[src/rtl/auxbr_pkg.sv]
package auxbr_pkg;

  typedef enum logic [1:0] {
    RSP_ACK      = 2'd0,
    RSP_NACK     = 2'd1,
    RSP_I2C_NACK = 2'd2
  } rsp_e;

  typedef enum logic [1:0] {
    OP_START = 2'd0,
    OP_WRITE = 2'd1,
    OP_READ  = 2'd2,
    OP_STOP  = 2'd3
  } i2c_op_e;

  typedef enum logic [1:0] {
    K_BAD    = 2'd0,
    K_NATIVE = 2'd1,
    K_I2C    = 2'd2
  } kind_e;

  typedef struct packed {
    kind_e kind;
    logic  rd;
    logic  mot;
  } cmd_t;

  typedef enum logic [2:0] {
    S_IDLE, S_NAT, S_PRESTOP, S_START, S_XFER, S_POSTSTOP, S_REPLY
  } seq_state_e;

endpackage

[src/rtl/auxbr_cmd_decode.sv]
module auxbr_cmd_decode
  import auxbr_pkg::*;
(
  input  logic [3:0] cmd,
  output cmd_t       dec
);
  always_comb begin
    dec.rd   = cmd[0];
    dec.mot  = cmd[2];
    dec.kind = K_BAD;
    if (cmd[3]) begin
      if (cmd[2:1] == 2'b00) dec.kind = K_NATIVE;
    end else if (!cmd[1]) begin
      dec.kind = K_I2C;
    end
  end
endmodule

[src/rtl/auxbr_databuf.sv]
module auxbr_databuf #(
  parameter int NBYTES = 16,
  parameter int LEN_W  = 5
) (
  input  logic                clk,
  input  logic                rst_n,
  input  logic                load,
  input  logic [NBYTES*8-1:0] load_data,
  input  logic                wr,
  input  logic [LEN_W-1:0]    idx,
  input  logic [7:0]          wbyte,
  output logic [7:0]          rbyte,
  output logic [NBYTES*8-1:0] flat
);
  localparam int BI_W = (NBYTES > 1) ? $clog2(NBYTES) : 1;

  logic [7:0] mem_q [NBYTES];

  for (genvar g = 0; g < NBYTES; g++) begin : g_byte
    logic we_g;
    assign we_g = wr && (idx == LEN_W'(g));

    always_ff @(posedge clk or negedge rst_n) begin
      if (!rst_n) begin
        mem_q[g] <= '0;
      end else if (load) begin
        mem_q[g] <= load_data[8*g +: 8];
      end else if (we_g) begin
        mem_q[g] <= wbyte;
      end
    end

    assign flat[8*g +: 8] = mem_q[g];
  end

  assign rbyte = mem_q[idx[BI_W-1:0]];
endmodule

[src/rtl/auxbr_seq.sv]
module auxbr_seq
  import auxbr_pkg::*;
#(
  parameter int NBYTES = 16,
  parameter int ADDR_W = 20,
  parameter int LEN_W  = 5,
  parameter int TA_W   = 7
) (
  input  logic              clk,
  input  logic              rst_n,
  input  logic              req_valid,
  output logic              req_ready,
  input  cmd_t              dec,
  input  logic [3:0]        req_cmd,
  input  logic [ADDR_W-1:0] req_addr,
  input  logic [LEN_W-1:0]  req_len,
  output logic              buf_load,
  output logic              buf_wr,
  output logic [LEN_W-1:0]  idx,
  output logic [7:0]        buf_wbyte,
  input  logic [7:0]        buf_rbyte,
  output logic              reg_req,
  output logic              reg_we,
  output logic [ADDR_W-1:0] reg_addr,
  output logic [7:0]        reg_wdata,
  input  logic              reg_done,
  input  logic              reg_ok,
  input  logic [7:0]        reg_rdata,
  output logic              i2c_op_valid,
  output i2c_op_e           i2c_op,
  output logic              i2c_rd,
  output logic [TA_W-1:0]   i2c_addr,
  output logic [7:0]        i2c_wdata,
  input  logic              i2c_done,
  input  logic              i2c_ok,
  input  logic [7:0]        i2c_rdata,
  output logic              rsp_valid,
  output logic [1:0]        rsp_code
);
  seq_state_e        state_q, state_d;
  logic [LEN_W-1:0]  idx_q, idx_d;
  logic [ADDR_W-1:0] addr_q, addr_d;
  logic [1:0]        code_q, code_d;
  logic              open_q, open_d;
  logic [3:0]        last_cmd_q, last_cmd_d;
  logic [TA_W-1:0]   last_ta_q, last_ta_d;
  cmd_t              cmd_q;
  logic [3:0]        raw_q;
  logic [LEN_W-1:0]  len_q, len_clamp;
  logic              cap_en, at_end, ta_change;

  assign len_clamp = (req_len > LEN_W'(NBYTES)) ? LEN_W'(NBYTES) : req_len;
  assign at_end    = (idx_q == len_q);
  assign ta_change = (req_cmd != last_cmd_q) || (req_addr[TA_W-1:0] != last_ta_q);

  // next-state logic
  always_comb begin
    state_d    = state_q;
    idx_d      = idx_q;
    addr_d     = addr_q;
    code_d     = code_q;
    open_d     = open_q;
    last_cmd_d = last_cmd_q;
    last_ta_d  = last_ta_q;
    cap_en     = 1'b0;
    buf_wr     = 1'b0;
    unique case (state_q)
      S_IDLE: begin
        if (req_valid) begin
          cap_en = 1'b1;
          idx_d  = '0;
          addr_d = req_addr;
          code_d = RSP_ACK;
          unique case (dec.kind)
            K_NATIVE: state_d = S_NAT;
            K_I2C: begin
              if (!dec.mot)      state_d = open_q ? S_PRESTOP : S_START;
              else if (!open_q)  state_d = S_START;
              else if (ta_change) state_d = S_PRESTOP;
              else               state_d = S_XFER;
            end
            default: begin
              code_d  = RSP_NACK;
              state_d = S_REPLY;
            end
          endcase
        end
      end
      S_NAT: begin
        if (at_end) begin
          state_d = S_REPLY;
        end else if (reg_done) begin
          if (reg_ok) begin
            buf_wr = cmd_q.rd;
            idx_d  = idx_q + LEN_W'(1);
            addr_d = addr_q + ADDR_W'(1);
          end else begin
            code_d  = RSP_NACK;
            state_d = S_REPLY;
          end
        end
      end
      S_PRESTOP: begin
        if (i2c_done) begin
          open_d  = 1'b0;
          state_d = S_START;
        end
      end
      S_START: begin
        if (i2c_done) begin
          if (i2c_ok) begin
            open_d  = 1'b1;
            state_d = S_XFER;
          end else begin
            code_d  = RSP_I2C_NACK;
            state_d = S_POSTSTOP;
          end
        end
      end
      S_XFER: begin
        if (at_end) begin
          if (cmd_q.mot) begin
            last_cmd_d = raw_q;
            last_ta_d  = addr_q[TA_W-1:0];
            state_d    = S_REPLY;
          end else begin
            state_d = S_POSTSTOP;
          end
        end else if (i2c_done) begin
          if (i2c_ok) begin
            buf_wr = cmd_q.rd;
            idx_d  = idx_q + LEN_W'(1);
          end else begin
            code_d  = RSP_I2C_NACK;
            state_d = S_POSTSTOP;
          end
        end
      end
      S_POSTSTOP: begin
        if (i2c_done) begin
          open_d  = 1'b0;
          state_d = S_REPLY;
        end
      end
      S_REPLY: state_d = S_IDLE;
      default: state_d = S_IDLE;
    endcase
  end

  // control registers
  always_ff @(posedge clk or negedge rst_n) begin
    if (!rst_n) begin
      state_q    <= S_IDLE;
      idx_q      <= '0;
      addr_q     <= '0;
      code_q     <= '0;
      open_q     <= 1'b0;
      last_cmd_q <= '0;
      last_ta_q  <= '0;
    end else begin
      state_q    <= state_d;
      idx_q      <= idx_d;
      addr_q     <= addr_d;
      code_q     <= code_d;
      open_q     <= open_d;
      last_cmd_q <= last_cmd_d;
      last_ta_q  <= last_ta_d;
    end
  end

  // request capture, enabled on acceptance only
  always_ff @(posedge clk or negedge rst_n) begin
    if (!rst_n) begin
      cmd_q <= '0;
      raw_q <= '0;
      len_q <= '0;
    end else if (cap_en) begin
      cmd_q <= dec;
      raw_q <= req_cmd;
      len_q <= len_clamp;
    end
  end

  // outputs
  always_comb begin
    unique case (state_q)
      S_START: i2c_op = OP_START;
      S_XFER:  i2c_op = cmd_q.rd ? OP_READ : OP_WRITE;
      default: i2c_op = OP_STOP;
    endcase
  end

  assign req_ready    = (state_q == S_IDLE);
  assign rsp_valid    = (state_q == S_REPLY);
  assign rsp_code     = code_q;
  assign reg_req      = (state_q == S_NAT) && !at_end;
  assign reg_we       = !cmd_q.rd;
  assign reg_addr     = addr_q;
  assign reg_wdata    = buf_rbyte;
  assign i2c_op_valid = (state_q == S_PRESTOP) || (state_q == S_START) ||
                        (state_q == S_POSTSTOP) || ((state_q == S_XFER) && !at_end);
  assign i2c_rd       = cmd_q.rd;
  assign i2c_addr     = addr_q[TA_W-1:0];
  assign i2c_wdata    = buf_rbyte;
  assign buf_wbyte    = (state_q == S_NAT) ? reg_rdata : i2c_rdata;
  assign buf_load     = cap_en;
  assign idx          = idx_q;
endmodule

[src/rtl/auxbr_top.sv]
module auxbr_top
  import auxbr_pkg::*;
#(
  parameter  int NBYTES = 16,
  parameter  int ADDR_W = 20,
  localparam int LEN_W  = $clog2(NBYTES + 1)
) (
  input  logic                clk,
  input  logic                rst_n,
  input  logic                req_valid,
  output logic                req_ready,
  input  logic [3:0]          req_cmd,
  input  logic [ADDR_W-1:0]   req_addr,
  input  logic [LEN_W-1:0]    req_len,
  input  logic [NBYTES*8-1:0] req_data,
  output logic                rsp_valid,
  output logic [1:0]          rsp_code,
  output logic [NBYTES*8-1:0] rsp_data,
  output logic                reg_req,
  output logic                reg_we,
  output logic [ADDR_W-1:0]   reg_addr,
  output logic [7:0]          reg_wdata,
  input  logic                reg_done,
  input  logic                reg_ok,
  input  logic [7:0]          reg_rdata,
  output logic                i2c_op_valid,
  output logic [1:0]          i2c_op,
  output logic                i2c_rd,
  output logic [6:0]          i2c_addr,
  output logic [7:0]          i2c_wdata,
  input  logic                i2c_done,
  input  logic                i2c_ok,
  input  logic [7:0]          i2c_rdata
);
  cmd_t             dec;
  logic             buf_load, buf_wr;
  logic [LEN_W-1:0] idx;
  logic [7:0]       buf_wbyte, buf_rbyte;
  i2c_op_e          op_e;

  auxbr_cmd_decode u_dec (
    .cmd (req_cmd),
    .dec (dec)
  );

  auxbr_databuf #(.NBYTES(NBYTES), .LEN_W(LEN_W)) u_buf (
    .clk       (clk),
    .rst_n     (rst_n),
    .load      (buf_load),
    .load_data (req_data),
    .wr        (buf_wr),
    .idx       (idx),
    .wbyte     (buf_wbyte),
    .rbyte     (buf_rbyte),
    .flat      (rsp_data)
  );

  auxbr_seq #(.NBYTES(NBYTES), .ADDR_W(ADDR_W), .LEN_W(LEN_W), .TA_W(7)) u_seq (
    .clk          (clk),
    .rst_n        (rst_n),
    .req_valid    (req_valid),
    .req_ready    (req_ready),
    .dec          (dec),
    .req_cmd      (req_cmd),
    .req_addr     (req_addr),
    .req_len      (req_len),
    .buf_load     (buf_load),
    .buf_wr       (buf_wr),
    .idx          (idx),
    .buf_wbyte    (buf_wbyte),
    .buf_rbyte    (buf_rbyte),
    .reg_req      (reg_req),
    .reg_we       (reg_we),
    .reg_addr     (reg_addr),
    .reg_wdata    (reg_wdata),
    .reg_done     (reg_done),
    .reg_ok       (reg_ok),
    .reg_rdata    (reg_rdata),
    .i2c_op_valid (i2c_op_valid),
    .i2c_op       (op_e),
    .i2c_rd       (i2c_rd),
    .i2c_addr     (i2c_addr),
    .i2c_wdata    (i2c_wdata),
    .i2c_done     (i2c_done),
    .i2c_ok       (i2c_ok),
    .i2c_rdata    (i2c_rdata),
    .rsp_valid    (rsp_valid),
    .rsp_code     (rsp_code)
  );

  assign i2c_op = op_e;
endmodule

[config.mk]
export PLATFORM = sky130hd
export DESIGN_NAME = auxbr_top
export DESIGN_NICKNAME = d
export VERILOG_FILES = /design/src/rtl/auxbr_pkg.sv /design/src/rtl/auxbr_cmd_decode.sv /design/src/rtl/auxbr_databuf.sv /design/src/rtl/auxbr_seq.sv /design/src/rtl/auxbr_top.sv
export SDC_FILE = /design/constraint.sdc
export NUM_CORES = 1
export LEC_CHECK = 0
export BUFFER_PORTS_ARGS = -buffer_cell sky130_fd_sc_hd__buf_4
export CAP_MARGIN = 20
export CORE_UTILIZATION = 45
export DETAILED_ROUTE_END_ITERATION = 7
export GPL_TIMING_DRIVEN = 0
export HOLD_SLACK_MARGIN = 0.08
export PLACE_DENSITY_LB_ADDON = 0.25
export SYNTH_ARGS = -nofsm -noshare
export SYNTH_HDL_FRONTEND = slang
export SYNTH_SLANG_ARGS = --single-unit
[constraint.sdc]
create_clock -name clk -period 3.7 [get_ports clk]
set_clock_uncertainty 0.1 [all_clocks]
set_input_delay 0.37 -clock clk [delete_from_list [all_inputs] [get_ports clk]]
set_output_delay 0.37 -clock clk [all_outputs]
set_load 0.02 [all_outputs]
After elaboration in Yosys (flattened, before gate mapping)
Index checks and enable logic that the tools add are counted.
Cells by class
  $add $sub $neg: 2
  reduce and logical (&&, ||, !) cells: 55
  equal/unequal tests: 43
  $mul: 0
  order comparisons: 2
  bitwise logic cells: 1
  shifts and indexed selects: 0
  divide/modulo/power cells: 0
  multiplexer cells: 95
Operator list (count)
  8-bit 2-to-1 mux: 35
  20-bit 2-to-1 mux: 4
  5-bit by 4-bit equality test with 1-bit output (second input constant): 8
  5-bit 2-to-1 mux: 8
  20-bit one-hot mux with 2 select lines: 1
  3-bit 2-to-1 mux: 13
  2-bit nonzero test: 18
  8-bit binary-select mux with 4-bit select: 1
  2-bit inequality test (second input constant): 12
  2-bit 2-to-1 mux: 11
  20-bit by 1-bit adder with 20-bit output (second input constant): 1
  5-bit by 3-bit equality test with 1-bit output (second input constant): 4
  1-bit logical AND: 18
  3-bit one-hot mux with 6 select lines: 1
  8-bit AND reduction: 2
  1-bit 2-to-1 mux: 15
  5-bit one-hot mux with 3 select lines: 1
  3-bit by 2-bit inequality test with 1-bit output (second input constant): 4
  5-bit by 2-bit equality test with 1-bit output (second input constant): 2
  3-bit equality test (second input constant): 3
  2-bit one-hot mux with 4 select lines: 1
  7-bit inequality test: 1
  3-bit by 2-bit equality test with 1-bit output (second input constant): 2
  3-bit one-hot mux with 2 select lines: 1
  other kinds (25): 31
Word-level totals
  bits in latches: 0
  output and inout port bits: 181
  ROM bits: 0
  flip-flop bits (word level): 181
  memory bits (writable): 0
  memories: 0

Longest topological paths before layout
  word-level depth: 8
  depth in mapped cells: 9
  depth with buffers taken out: 7

Modules after synthesis
Synthesis repeated with hierarchy kept, for this count alone.
Second synthesis, totals
  cell total of the unflattened synthesis: 1249
  area total of the unflattened synthesis: 11141.9 um^2
By module, submodules not included
  auxbr_databuf: cells an instance 824, seq. area each 3203.1 um^2, times used 1, area an instance 7563.5 um^2
  auxbr_seq: cells an instance 421, seq. area each 1326.3 um^2, times used 1, area an instance 3547.2 um^2
  auxbr_cmd_decode: cells an instance 4, seq. area each 0.0 um^2, times used 1, area an instance 31.3 um^2

Least setup slack after synthesis
OpenSTA, ideal clock, no wires.
  path kind: flip-flop to output port
  start: register u_seq.idx_q[0], in the netlist u_seq.idx[0]
  end: output reg_wdata[7]
  setup slack: 790 ps
  cell stages (with the launch flop): 6
  arrival: 2440 ps
  cell sequence: dfrtp_1 buf_2 buf_1 mux4_2 mux4_2 buf_4
On the way
  longest elaborated chain between the ends: 4
Ends and longest elaborated chain
  start: declaration: line auxbr_seq.sv:41  | logic [LEN_W-1:0] idx_q, idx_d;
  start signal: assignment: line auxbr_seq.sv:162  | idx_q <= idx_d;
  4-bit inverter with 5-bit output (not written as such): line auxbr_databuf.sv:36  | assign rbyte = mem_q[idx[BI_W-1:0]];
  8-bit binary-select mux with 4-bit select: line auxbr_databuf.sv:36
  8-bit 2-to-1 mux (not written as such) (2 in a row): line auxbr_databuf.sv:36
  end: declaration: line auxbr_top.sv:22  | output logic [7:0] reg_wdata,
No other way between the ends. The select of a mux whose other input is x is not followed.

Worst setup path in the final report
  start: register u_seq.idx_q[0], in the netlist u_seq.idx[0]
  end: output reg_wdata[0]
Same word-level chain as after synthesis.

==> results.cfg <==
[status]
outcome = finished clean

[clock_network]
clock-sinks = 179
clock_path_buffers = 2
clk_pin_slew_worst_paths_ns = 0.07
root_buffer = clkbuf_16
htree_levels = 4
cts_buffers = 17
cts_setup_buffers = 0
cts_tree = done
clkLatencyLatePin_ns = 0.44

[placed_design]
dpl-instance-area_mm2 = 0.0136
port_buffers = 360
dp_hpwl_um = 33100
globalplace.congestion = 0.932

[synthesis]
async_reset_ff_share_pct = 100
ys_ff_latch = 179
synth_top_area_cell = dfrtp_1
syn-num-nets = 1165
ys.flop_type = dfrtp_1
postSynthCellCount = 979
yosys.area.top_type_share_pct = 42.6
synth_edf_count = 0
yosys_warnings = 0
netlist_area_mm2 = 0.0105
syn_avg_cell_area_um2 = 10.7
synth.distinct_cells = 65
ys_seq_area_share_pct = 42.6
synth_area_leaders = dfrtp_1, mux4_2, o221a_2, mux2i_1, or3_1

[power]
power_w = 0.0139
p_leak_nw = 6.46
power_density_mw_per_mm2 = 944
netSwitchingPower_w = 0.00630
vdd_drop_max_uv = 475
p_int_w = 0.00758
comb_power_share_pct = 57.4
p_seq_share_pct = 27.8
pwr-share-clk_pct = 14.9
p_sw_share_pct = 45.4

[finish]
fill_cells = 1888
n_antenna_cell = 0
utilization_pct = 64.5
final_area_mm2 = 0.0147
area_growth_pct = 39.9
nets = 1585
drive_gt1_share_pct = 39.7
multiInputGateArea_mm2 = 0.00558
ff_latch_area_mm2 = 0.00448

[die]
die-width_um = 155
core_area_mm2 = 0.0228
num_rows = 55
start_util_pct = 46.1
die_area_mm2 = 0.0240
die_y_um = 155
io_pins = 361

[worst_setup_path]
cp-startpoint = u_seq.idx[0]$_DFFE_PN0P_
slowest_delay_ns = 0.63
end_kind = primary output
crit_path_start_kind = flip-flop
path_class = reg -> out
arrival_ns = 3.15
crit_required_ns = 3.23
critical-path-slowest-cell = mux4_2
critical_path.max_fanout = 10
r2r-start = u_seq.state_q[1]$_DFFE_PN0P_
path_buf_inv = 4
path_cells = buf_2, clkdlybuf4s18_2, mux4_2, mux4_2, buf_4, buf_4
cp_top_family = multiplexers

[drt]
via_per_inst = 6.27
routed.top_layer = met4
drt-met1-wl_um = 17600
ant_nets = 0
dr_wl_met2_um = 20400
wirelength_um = 44300
num_vias = 10800
routedWlPerCell_um = 25.7
post-route-drc-count = 0
dr_wl_met3_um = 4300
initialDrtViolationCount = 1031
dr.pass1.iters = 5

[sta]
max_freq_ghz = 0.276
finalSetupViolations = 0
whs_ns = 0.0848
min_period_ns = 3.62
slew_headroom_pct = 30.7
max_slew.worst_pin.slew_ns = 1.03
final_max_slew_viol_count = 0
fin_tns_setup_ns = 0
hold_viol = 0
timing.final.crit_share_pct = 97.8
grt_setup_unrepaired = no

[worst_hold_path]
hold_path_class = in -> reg
min_from = req_data[98]

[run]
cap_violations = 0

[global_route]
grt_pass1_wl_um = 65000
grt_pass1_vias = 10500
grt_start_max_net_pins = 114
grt_antenna_before_repair = 0
grt.total_usage_pct = 37.0
grt_overflow = 0
==> area by class of cell <==
cell class | count | area share [%]
plain buffers | 86 | 2.88
clock buffers | 18 | 2.92
clock inverters | 12 | 1.48
inverters | 10 | 0.255
multi-input cells | 704 | 38.0
flip-flops and latches | 179 | 30.5
well taps | 313 | 2.66
repair buffers | 401 | 21.3
==> layout by cell type, fill, tap and decap left out, types with 5 or more instances in the layout <==
master         Yosys  routed
mux2i_1           45      45
nand3_1           39      39
nand2_2            8       8
clkbuf_1          56      55
buf_2              5       7
mux4_2            40      40
a21oi_1           27      27
nor2b_1            9       9
dlygate4sd3_1      0      40
bufinv_16          0       5
o31ai_4            5       5
o22a_1             7       7
o2bb2a_1           6       6
dfrtp_1          179     179
a2bb2oi_1          5       5
mux2_2            12      12
nand3b_1           5       5
nand2b_1           5       5
nor3_1             9       9
nand4_1            9       9
inv_1             10      10
xnor2_1           15      15
o221a_2           60      60
nand2_1          118     118
and3_1             5       5
o221a_1           28      28
nor2_1            15      15
buf_4             16     375
o21ai_0           68      68
o22ai_1            9       9
a31oi_1           10      10
clkbuf_16          0      17
a22o_1             6       6
ha_1               6       6
or3_1             72      72
==> cells by family after synthesis <==
logic type                 count (synthesis)  share of synthesized area [%]
and+or+nand+nor                          310                           15.0
muxes                                     97                           14.1
DFF                                      179                           42.6
xor gates and xnor gates                  15                           1.25
adders and majority gates                  6                          0.715
buffers and inverters                     96                           4.20
AOI/OAI and AO/OA                        276                           22.0
==> final timing paths <==
| kind | end | slack (ns) | cells past startpoint |
|---|---|---|---|
| worst min-delay path | u_buf.flat[98]$_DFFE_PN0P_ | 0.08 | 3 |
| worst min register to register | u_seq.last_cmd_q[2]$_DFFE_PN0P_ | 0.38 | 1 |
| max in group asynchronous | u_buf.flat[14]$_DFFE_PN0P_ | 2.18 | 3 |
| worst max register to register | u_buf.flat[71]$_DFFE_PN0P_ | 0.21 | 7 |
| worst max-delay path | reg_wdata[0] | 0.08 | 6 |
| min in group asynchronous | u_seq.reg_addr[19]$_DFFE_PN0P_ | 0.34 | 2 |
==> sequential cells by signal (all words and copies together), names as in the netlist <==
signal            count
u_buf.flat          128
u_seq.reg_addr       20
u_seq.last_ta_q       7
u_seq.idx             5
u_seq.len_q           5
u_seq.last_cmd_q      4
u_seq.raw_q           4
u_seq.state_q         3
u_seq.rsp_code        2
u_seq.open_q          1
==> power by group through the flow <==
stage / Combinational (W) / Sequential (W) / Clock (W)
floorplan: 0.00369 / 0.00450 / 0
global placement: 0.00769 / 0.00382 / 0
detailed placement: 0.00778 / 0.00384 / 0
CTS: 0.00786 / 0.00381 / 0.00206
global route: 0.00833 / 0.00396 / 0.00214
finish: 0.00796 / 0.00385 / 0.00206
==> layer usage <==
layer,up-vias,global-route usage [%]
met2,739,57.5
met4,0,19.2
li1,4650,-
met5,-,0
met3,121,7.96
met1,5285,48.8
==> tightest hold or removal path: stages <==
cell and delay (ns):
buf_4 0.08, nand2_1 0.04, o21ai_0 0.09
==> cell usage after synthesis, types with 4 or more instances <==
cell type and count:
a21oi_1 27, a22o_1 6, a22oi_1 4, a2bb2oi_1 5, a31oi_1 10, a41oi_1 4, and3_1 5, buf_1 7
buf_2 5, buf_4 16, clkbuf_1 56, dfrtp_1 179, ha_1 6, inv_1 10, mux2_2 12, mux2i_1 45
mux4_2 40, nand2_1 118, nand2_2 8, nand2b_1 5, nand3_1 39, nand3b_1 5, nand4_1 9, nor2_1 15
nor2b_1 9, nor3_1 9, o211ai_2 4, o21ai_0 68, o21ai_1 4, o221a_1 28, o221a_2 60, o22a_1 7
o22ai_1 9, o2bb2a_1 6, o31ai_4 5, or3_1 72, xnor2_1 15
==> repair_timing <==
| item | 4_1_cts | 5_1_grt |
|---|---|---|
| hold buffers | 40 | 0 |
| endpoints found under the setup margin | 16 | 9 |
| endpoints found under the hold margin | 105 | 0 |
| resized for setup | 7 | 7 |
==> metrics by stage <==
stage	instances	setup slack (ns)
6_report	1723	0.0822
5_1_grt	1723	0.0115
4_1_cts	1723	0.0100
3_5_place_dp	1653	0.257
3_3_place_gp	1652	0.316
2_1_floorplan	979	0.790
Note: power is estimated with default switching activity, not from simulation.
